--- config.mk ---
export PLATFORM = sky130hd
export DESIGN_NAME = brkpt_ack_seq
export DESIGN_NICKNAME = d
export VERILOG_FILES = /design/src/rtl/brk_pkg.sv /design/src/rtl/brk_match.sv /design/src/rtl/brk_seq_fsm.sv /design/src/rtl/brk_bus_drive.sv /design/src/rtl/brkpt_ack_seq.sv
export SDC_FILE = /design/constraint.sdc
export NUM_CORES = 1
export LEC_CHECK = 0
export ABC_CLOCK_PERIOD_IN_PS = 1900
export CAP_MARGIN = 20
export CORE_MARGIN = 10
export CORE_UTILIZATION = 30
export CTS_CLUSTER_DIAMETER = 120
export DETAILED_ROUTE_END_ITERATION = 10
export HOLD_SLACK_MARGIN = 0.15
export PLACE_DENSITY = 0.79
export SYNTH_ARGS = -nofsm -noshare
export SYNTH_HDL_FRONTEND = slang
export SYNTH_HIERARCHICAL = 1
export SYNTH_SLANG_ARGS = --single-unit
--- constraint.sdc ---
create_clock -name clk -period 1.9 [get_ports clk]
set_clock_uncertainty 0.05 [all_clocks]
set_input_delay 0.38 -clock clk [delete_from_list [all_inputs] [get_ports clk]]
set_output_delay 0.38 -clock clk [all_outputs]
set_load 0.02 [all_outputs]
--- src/rtl/brk_pkg.sv ---
package brk_pkg;

    typedef enum logic [1:0] {
        ST_IDLE = 2'b00,
        ST_BUS  = 2'b01,
        ST_EXC  = 2'b10
    } brk_state_e;

    localparam logic [1:0] TT_NORMAL = 2'b00;
    localparam logic [1:0] TT_ACK    = 2'b11;
    localparam logic [2:0] TM_BRK    = 3'b000;

endpackage

--- src/rtl/brk_match.sv ---
module brk_match #(
    parameter int OPC_W      = 16,
    parameter int CODES_LOG2 = 3,
    parameter logic [OPC_W-1:0] BASE = 16'h4848
) (
    input  logic                  valid,
    input  logic [OPC_W-1:0]      word,
    output logic                  hit,
    output logic [CODES_LOG2-1:0] num
);
    localparam logic [OPC_W-1:0] SPAN = OPC_W'((1 << CODES_LOG2) - 1);
    localparam logic [OPC_W-1:0] LAST = BASE + SPAN;

    logic [OPC_W-1:0] offset;

    always_comb begin
        offset = word - BASE;
        hit    = valid && (word >= BASE) && (word <= LAST);
        num    = offset[CODES_LOG2-1:0];
    end
endmodule

--- src/rtl/brk_seq_fsm.sv ---
module brk_seq_fsm
    import brk_pkg::*;
#(
    parameter int NUM_W = 3
) (
    input  logic             clk,
    input  logic             rst_n,
    input  logic             hit,
    input  logic [NUM_W-1:0] hit_num,
    input  logic             bus_ta,
    input  logic             bus_tea,
    input  logic             exc_ready,
    output brk_state_e       state,
    output logic [NUM_W-1:0] num,
    output logic             err,
    output logic             exc_req,
    output logic             stall
);
    typedef struct packed {
        brk_state_e       st;
        logic [NUM_W-1:0] num;
        logic             err;
    } seq_t;

    seq_t seq_d, seq_q;

    always_comb begin
        seq_d = seq_q;
        unique case (seq_q.st)
            ST_IDLE: begin
                if (hit) begin
                    seq_d.st  = ST_BUS;
                    seq_d.num = hit_num;
                end
            end
            ST_BUS: begin
                if (bus_ta || bus_tea) begin
                    seq_d.st  = ST_EXC;
                    seq_d.err = bus_tea;
                end
            end
            ST_EXC: begin
                if (exc_ready) begin
                    seq_d.st = ST_IDLE;
                end
            end
            default: seq_d.st = ST_IDLE;
        endcase
    end

    always_ff @(posedge clk or negedge rst_n) begin
        if (!rst_n) begin
            seq_q <= '{st: ST_IDLE, num: '0, err: 1'b0};
        end else begin
            seq_q <= seq_d;
        end
    end

    always_comb begin
        state   = seq_q.st;
        num     = seq_q.num;
        err     = seq_q.err;
        exc_req = (seq_q.st == ST_EXC) && exc_ready;
        stall   = (seq_q.st != ST_IDLE) || hit;
    end

    AST_BUS_HOLDS: assert property (@(posedge clk) disable iff (!rst_n)
        (seq_q.st == ST_BUS && !bus_ta && !bus_tea) |=> (seq_q.st == ST_BUS))
        else $error("bus cycle left without termination");

    AST_ERR_WINS: assert property (@(posedge clk) disable iff (!rst_n)
        (seq_q.st == ST_BUS && bus_tea) |=> (seq_q.err && seq_q.st == ST_EXC))
        else $error("error acknowledge not recorded");

    AST_EXC_PULSE: assert property (@(posedge clk) disable iff (!rst_n)
        exc_req |=> !exc_req)
        else $error("exception request longer than one cycle");
endmodule

--- src/rtl/brk_bus_drive.sv ---
module brk_bus_drive
    import brk_pkg::*;
#(
    parameter int ADDR_W = 32,
    parameter int NUM_W  = 3
) (
    input  brk_state_e        state,
    input  logic [NUM_W-1:0]  num,
    output logic              bus_req,
    output logic              bus_rnw,
    output logic [1:0]        bus_tt,
    output logic [2:0]        bus_tm,
    output logic [ADDR_W-1:0] bus_addr
);
    logic [ADDR_W-1:0] addr_full;

    generate
        if (ADDR_W > NUM_W) begin : g_pad
            assign addr_full = {{(ADDR_W-NUM_W){1'b0}}, num};
        end else begin : g_trunc
            assign addr_full = num[ADDR_W-1:0];
        end
    endgenerate

    always_comb begin
        bus_req  = (state == ST_BUS);
        bus_rnw  = 1'b1;
        bus_tt   = bus_req ? TT_ACK : TT_NORMAL;
        bus_tm   = TM_BRK;
        bus_addr = bus_req ? addr_full : '0;
    end
endmodule

--- src/rtl/brkpt_ack_seq.sv ---
module brkpt_ack_seq
    import brk_pkg::*;
#(
    parameter int ADDR_W     = 32,
    parameter int OPC_W      = 16,
    parameter int CODES_LOG2 = 3,
    parameter logic [OPC_W-1:0] BRK_BASE = 16'h4848
) (
    input  logic              clk,
    input  logic              rst_n,
    input  logic              instr_valid,
    input  logic [OPC_W-1:0]  instr_word,
    output logic              stall,
    output logic              bus_req,
    output logic              bus_rnw,
    output logic [1:0]        bus_tt,
    output logic [2:0]        bus_tm,
    output logic [ADDR_W-1:0] bus_addr,
    input  logic              bus_ta,
    input  logic              bus_tea,
    input  logic              exc_ready,
    output logic              exc_req,
    output logic              bus_err
);
    localparam int NUM_W = CODES_LOG2;

    logic             hit_raw;
    logic             hit;
    logic [NUM_W-1:0] hit_num;
    brk_state_e       state;
    logic [NUM_W-1:0] num;

    brk_match #(
        .OPC_W(OPC_W), .CODES_LOG2(CODES_LOG2), .BASE(BRK_BASE)
    ) i_match (
        .valid(instr_valid), .word(instr_word), .hit(hit_raw), .num(hit_num)
    );

    // Detection only counts while no sequence is in progress.
    assign hit = hit_raw && (state == ST_IDLE);

    brk_seq_fsm #(.NUM_W(NUM_W)) i_fsm (
        .clk(clk), .rst_n(rst_n), .hit(hit), .hit_num(hit_num),
        .bus_ta(bus_ta), .bus_tea(bus_tea), .exc_ready(exc_ready),
        .state(state), .num(num), .err(bus_err),
        .exc_req(exc_req), .stall(stall)
    );

    brk_bus_drive #(.ADDR_W(ADDR_W), .NUM_W(NUM_W)) i_drive (
        .state(state), .num(num), .bus_req(bus_req), .bus_rnw(bus_rnw),
        .bus_tt(bus_tt), .bus_tm(bus_tm), .bus_addr(bus_addr)
    );

    AST_ACK_ATTRS: assert property (@(posedge clk) disable iff (!rst_n)
        bus_req |-> (bus_rnw && bus_tt == TT_ACK && bus_tm == 3'b000))
        else $error("acknowledge cycle attributes wrong");

    AST_START_BUS: assert property (@(posedge clk) disable iff (!rst_n)
        (hit_raw && !stall) |-> 1'b0)
        else $error("breakpoint seen without stall");

    AST_NUM_STABLE: assert property (@(posedge clk) disable iff (!rst_n)
        (bus_req && $past(bus_req)) |-> $stable(bus_addr))
        else $error("breakpoint number changed mid-cycle");

    AST_NO_REQ_IN_BUS: assert property (@(posedge clk) disable iff (!rst_n)
        exc_req |-> (!bus_req && stall))
        else $error("exception request during bus cycle");

    AST_BUS_ENDS: assert property (@(posedge clk) disable iff (!rst_n)
        (bus_req && (bus_ta || bus_tea)) |=> !bus_req)
        else $error("bus cycle not ended after acknowledge");
endmodule

==> results.md <==
Outcome:
- The flow ran to the end, and the final reports show no timing, DRC or antenna violations.

Timing:
- Timing would allow up to 0.527 GHz.
- For the final routed database, the setup TNS stands at 0 ns.
- Setup repair after global routing could not meet its margin everywhere.
- Dividing the final minimum period by the clock period gives 0.998.
- The final hold violation count came to 0.
- The final-report max-slew violation count is 0.
- The number of failing setup endpoints in the final timing report is 0.
- The smallest clock period supported by the final layout is computed as 1.90 ns.

Routing:
- The DRC violation count after routing is 0.
- The routed via count divided by cell count is 3.69.
- After detailed routing, the average wire length per cell comes to 13.7 um.
- Summing over every cut layer, the via total after detailed routing is 484.
- The count of antenna-violating nets left after detailed routing is 0.
- The routed design has 1790 um of wire.
- In this run, the number of DRC markers left after iteration 0 of detailed routing was 2.
- The first TritonRoute pass finished after 4 iterations.

Yosys:
- By area, the combinational part of the netlist is dominated by buffers and inverters.
- Dividing the synthesized area by the synthesized cell count gives 9.17 um2.
- The unique cell type count in the Yosys netlist is 20.
- The compound-cell area share of the yosys netlist is 0.0355.
- Of the post-synthesis cell area, the part taken by muxes is 0.0505.
- The xor-xnor portion of the synthesized cell area is 0.
- The netlist area before placement is 669 um2.
- The area share of fa/ha/maj cells after synthesis is 0.
- After technology mapping, the gate count stands at 73.
- During synthesis, Yosys emitted a total of 6 warnings.
- For this run, the register share of the synthesized area comes to 0.224.
- The simple-gate share of the synthesized area is 0.241.
- Counting flops and latches in the post-synthesis netlist gives 6.

Finish:
- The number of inserted diodes is 0.
- The top cell types in the final layout, fill and taps aside, are conb_1, clkdlybuf4s50_1, dlygate4sd2_1, clkbuf_2.
- The most common cell after layout, fill and taps aside is conb_1.
- The ratio of cells with drive above 1 in the final layout is 0.330.
- The final layout contains 127 nets.
- The post-synthesis to final-layout area growth is 33.1%.
- The finished layout holds 131 standard cells, fillers aside.

Power and ir drop:
- IR analysis of the VDD net gives a maximum drop of 0.000334 V.
- The power per cell area is 409 nW/um2.
- Summed over all cells, the static leakage comes to 0.000485 uW.
- The total power is 364 uW.

Floorplan:
- The total number of placement rows is 17.
- For this configuration, the core starts out at a cell density of 0.309.
- The die covers 4520 um2.
- The height of the die is 67.2 um.
- The total core area is 2170 um2.
- The I/O pin total is 64.
- The floorplan step set the die width to 67.2 um.

Setup path:
- The path type of the worst setup path is in -> out.
- Data arrives at the worst endpoint at 1.47 ns.
- The worst flop-to-flop path endpoint is i_fsm/num[2].
- The setup slack on the worst flop-to-flop path is 0.35 ns.
- For the worst setup path, the data required time is 1.47 ns.
- The kind of capture point of the worst setup path is an output port.
- The launch instance of the worst register-to-register path is i_fsm/state[0].
- Along the worst path, the maximum fanout reaches 2.
- The depth of the most critical reg-to-reg path is 4.
- The worst setup path is launched from a primary input.

Placed design:
- After detailed placement, the design holds a cell count of 128.
- Routability-driven placement finished with a final weighted congestion of 0.815.
- The number of buffer cells added on primary ports is 30.
- The post-DP HPWL is 1560 um.

CTS:
- The number of buffers on the longest clock path is 2.
- The clock buffer count from CTS is 3.
- In this run the clock root is driven by a clkbuf_4.
- At the later pin of the worst-skew pair, clock insertion delay measures 0.24 ns.
- Clock-pin slew was measured on the worst setup and hold paths at 0.05 ns.
- The count of clock tree sinks is 6.
- The number of levels the H-tree was split into is 1.
- Once the clock tree was built, the setup fixing pass inserted 0 buffers.
- TritonCTS built the clock tree.

GRT:
- The largest net degree at the start of global routing is 9.
- Global routing finished with a remaining overflow of 0.
- The overall fraction of global-route tracks in use is 0.0658.
- The number of global-route vias before repair came to 501.
- The global-route wire length before repair is 2330 um.
- The initial antenna violation count is 0.

Job:
- The max capacitance violation total is 0.

Min path:
- In this run the worst hold path is classified as in -> async.
==> where the power goes <==
part           leakage [uW]  switching (uW)  internal, uW
Combinational      0.000391            76.6          38.0
Clock             0.0000138            48.0          71.6
Sequential        0.0000799           0.551           129
Total              0.000485             125           239
==> critical path, stage by stage <==
cell      delay, ns
buf_6          0.09
nor4bb_2       0.15
and4_1         0.20
nor3b_4        0.15
or3_1          0.36
buf_6          0.14
==> cells by family (layout without fill, tap and decap cells) <==
group | after synthesis | after routing
buf+inv | 40 | 39
simple gates | 19 | 19
compound gates | 3 | 3
mux | 3 | 3
other cells | 2 | 33
flops | 6 | 6
==> worst max-delay path by stage <==
stage / start / slack [ns] / end
3_5_place_dp: instr_word[14] / -0.79 / stall
3_3_place_gp: instr_word[8] / -0.70 / stall
4_1_cts: instr_word[14] / 0.0003 / stall
5_1_grt: instr_word[11] / -0.01 / stall
6_report: instr_word[11] / 0.004 / stall
2_1_floorplan: instr_word[8] / 0.15 / i_fsm/num[0]
==> state kept, by name, summed over array words and instances, names as in the netlist <==
name         cells
i_fsm/err        1
i_fsm/num        3
i_fsm/state      2
==> cell usage after synthesis, drive strengths merged <==
cell type | instances | area, um2
a21oi | 1 | 8.76
and2b | 1 | 8.76
and3b | 3 | 30.0
and4 | 1 | 8.76
buf | 38 | 285
conb | 2 | 7.51
dfrtp | 6 | 150
inv | 2 | 7.51
mux2 | 3 | 33.8
nand2b | 2 | 12.5
nand3b | 1 | 7.51
nor2 | 3 | 11.3
nor3b | 2 | 25.0
nor4b | 1 | 15.0
nor4bb | 2 | 20.0
o22ai | 1 | 6.26
o2bb2ai | 1 | 8.76
or2b | 1 | 7.51
or3 | 1 | 6.26
or3b | 1 | 8.76
==> cell type report <==
type	count	area (um2)
inverters	2	7.51
clock buffers	3	22.5
well taps	28	35.0
multi-input cells	58	388
repair buffers	34	287
flip-flops and latches	6	151
fillers	231	1280
==> routing by layer <==
layer	routed length (um)	GRT usage
met3	254	0.0331
met1	596	0.0637
met5	0	0
met4	0	0.0154
met2	943	0.122
==> through the flow <==
stage | hold WS [ns] | instance area (um2) | setup WS, ns | util
after global placement | 0.436 | 866 | -0.695 | 0.399
after floorplan | 0.0344 | 786 | 0.154 | -
after global routing | 0.352 | 891 | -0.0147 | 0.411
final | 0.337 | 891 | 0.00384 | 0.411
after detailed placement | 0.431 | 866 | -0.793 | 0.399
after CTS | 0.342 | 898 | 0.000264 | 0.414
==> timing repair <==
item	in CTS	in global routing
hold buffers	0	0
endpoints found under the setup margin	11	4
pin swaps	5	5
gates resized for setup	52	16
No activity file was read; power rests on OpenSTA's default activity.
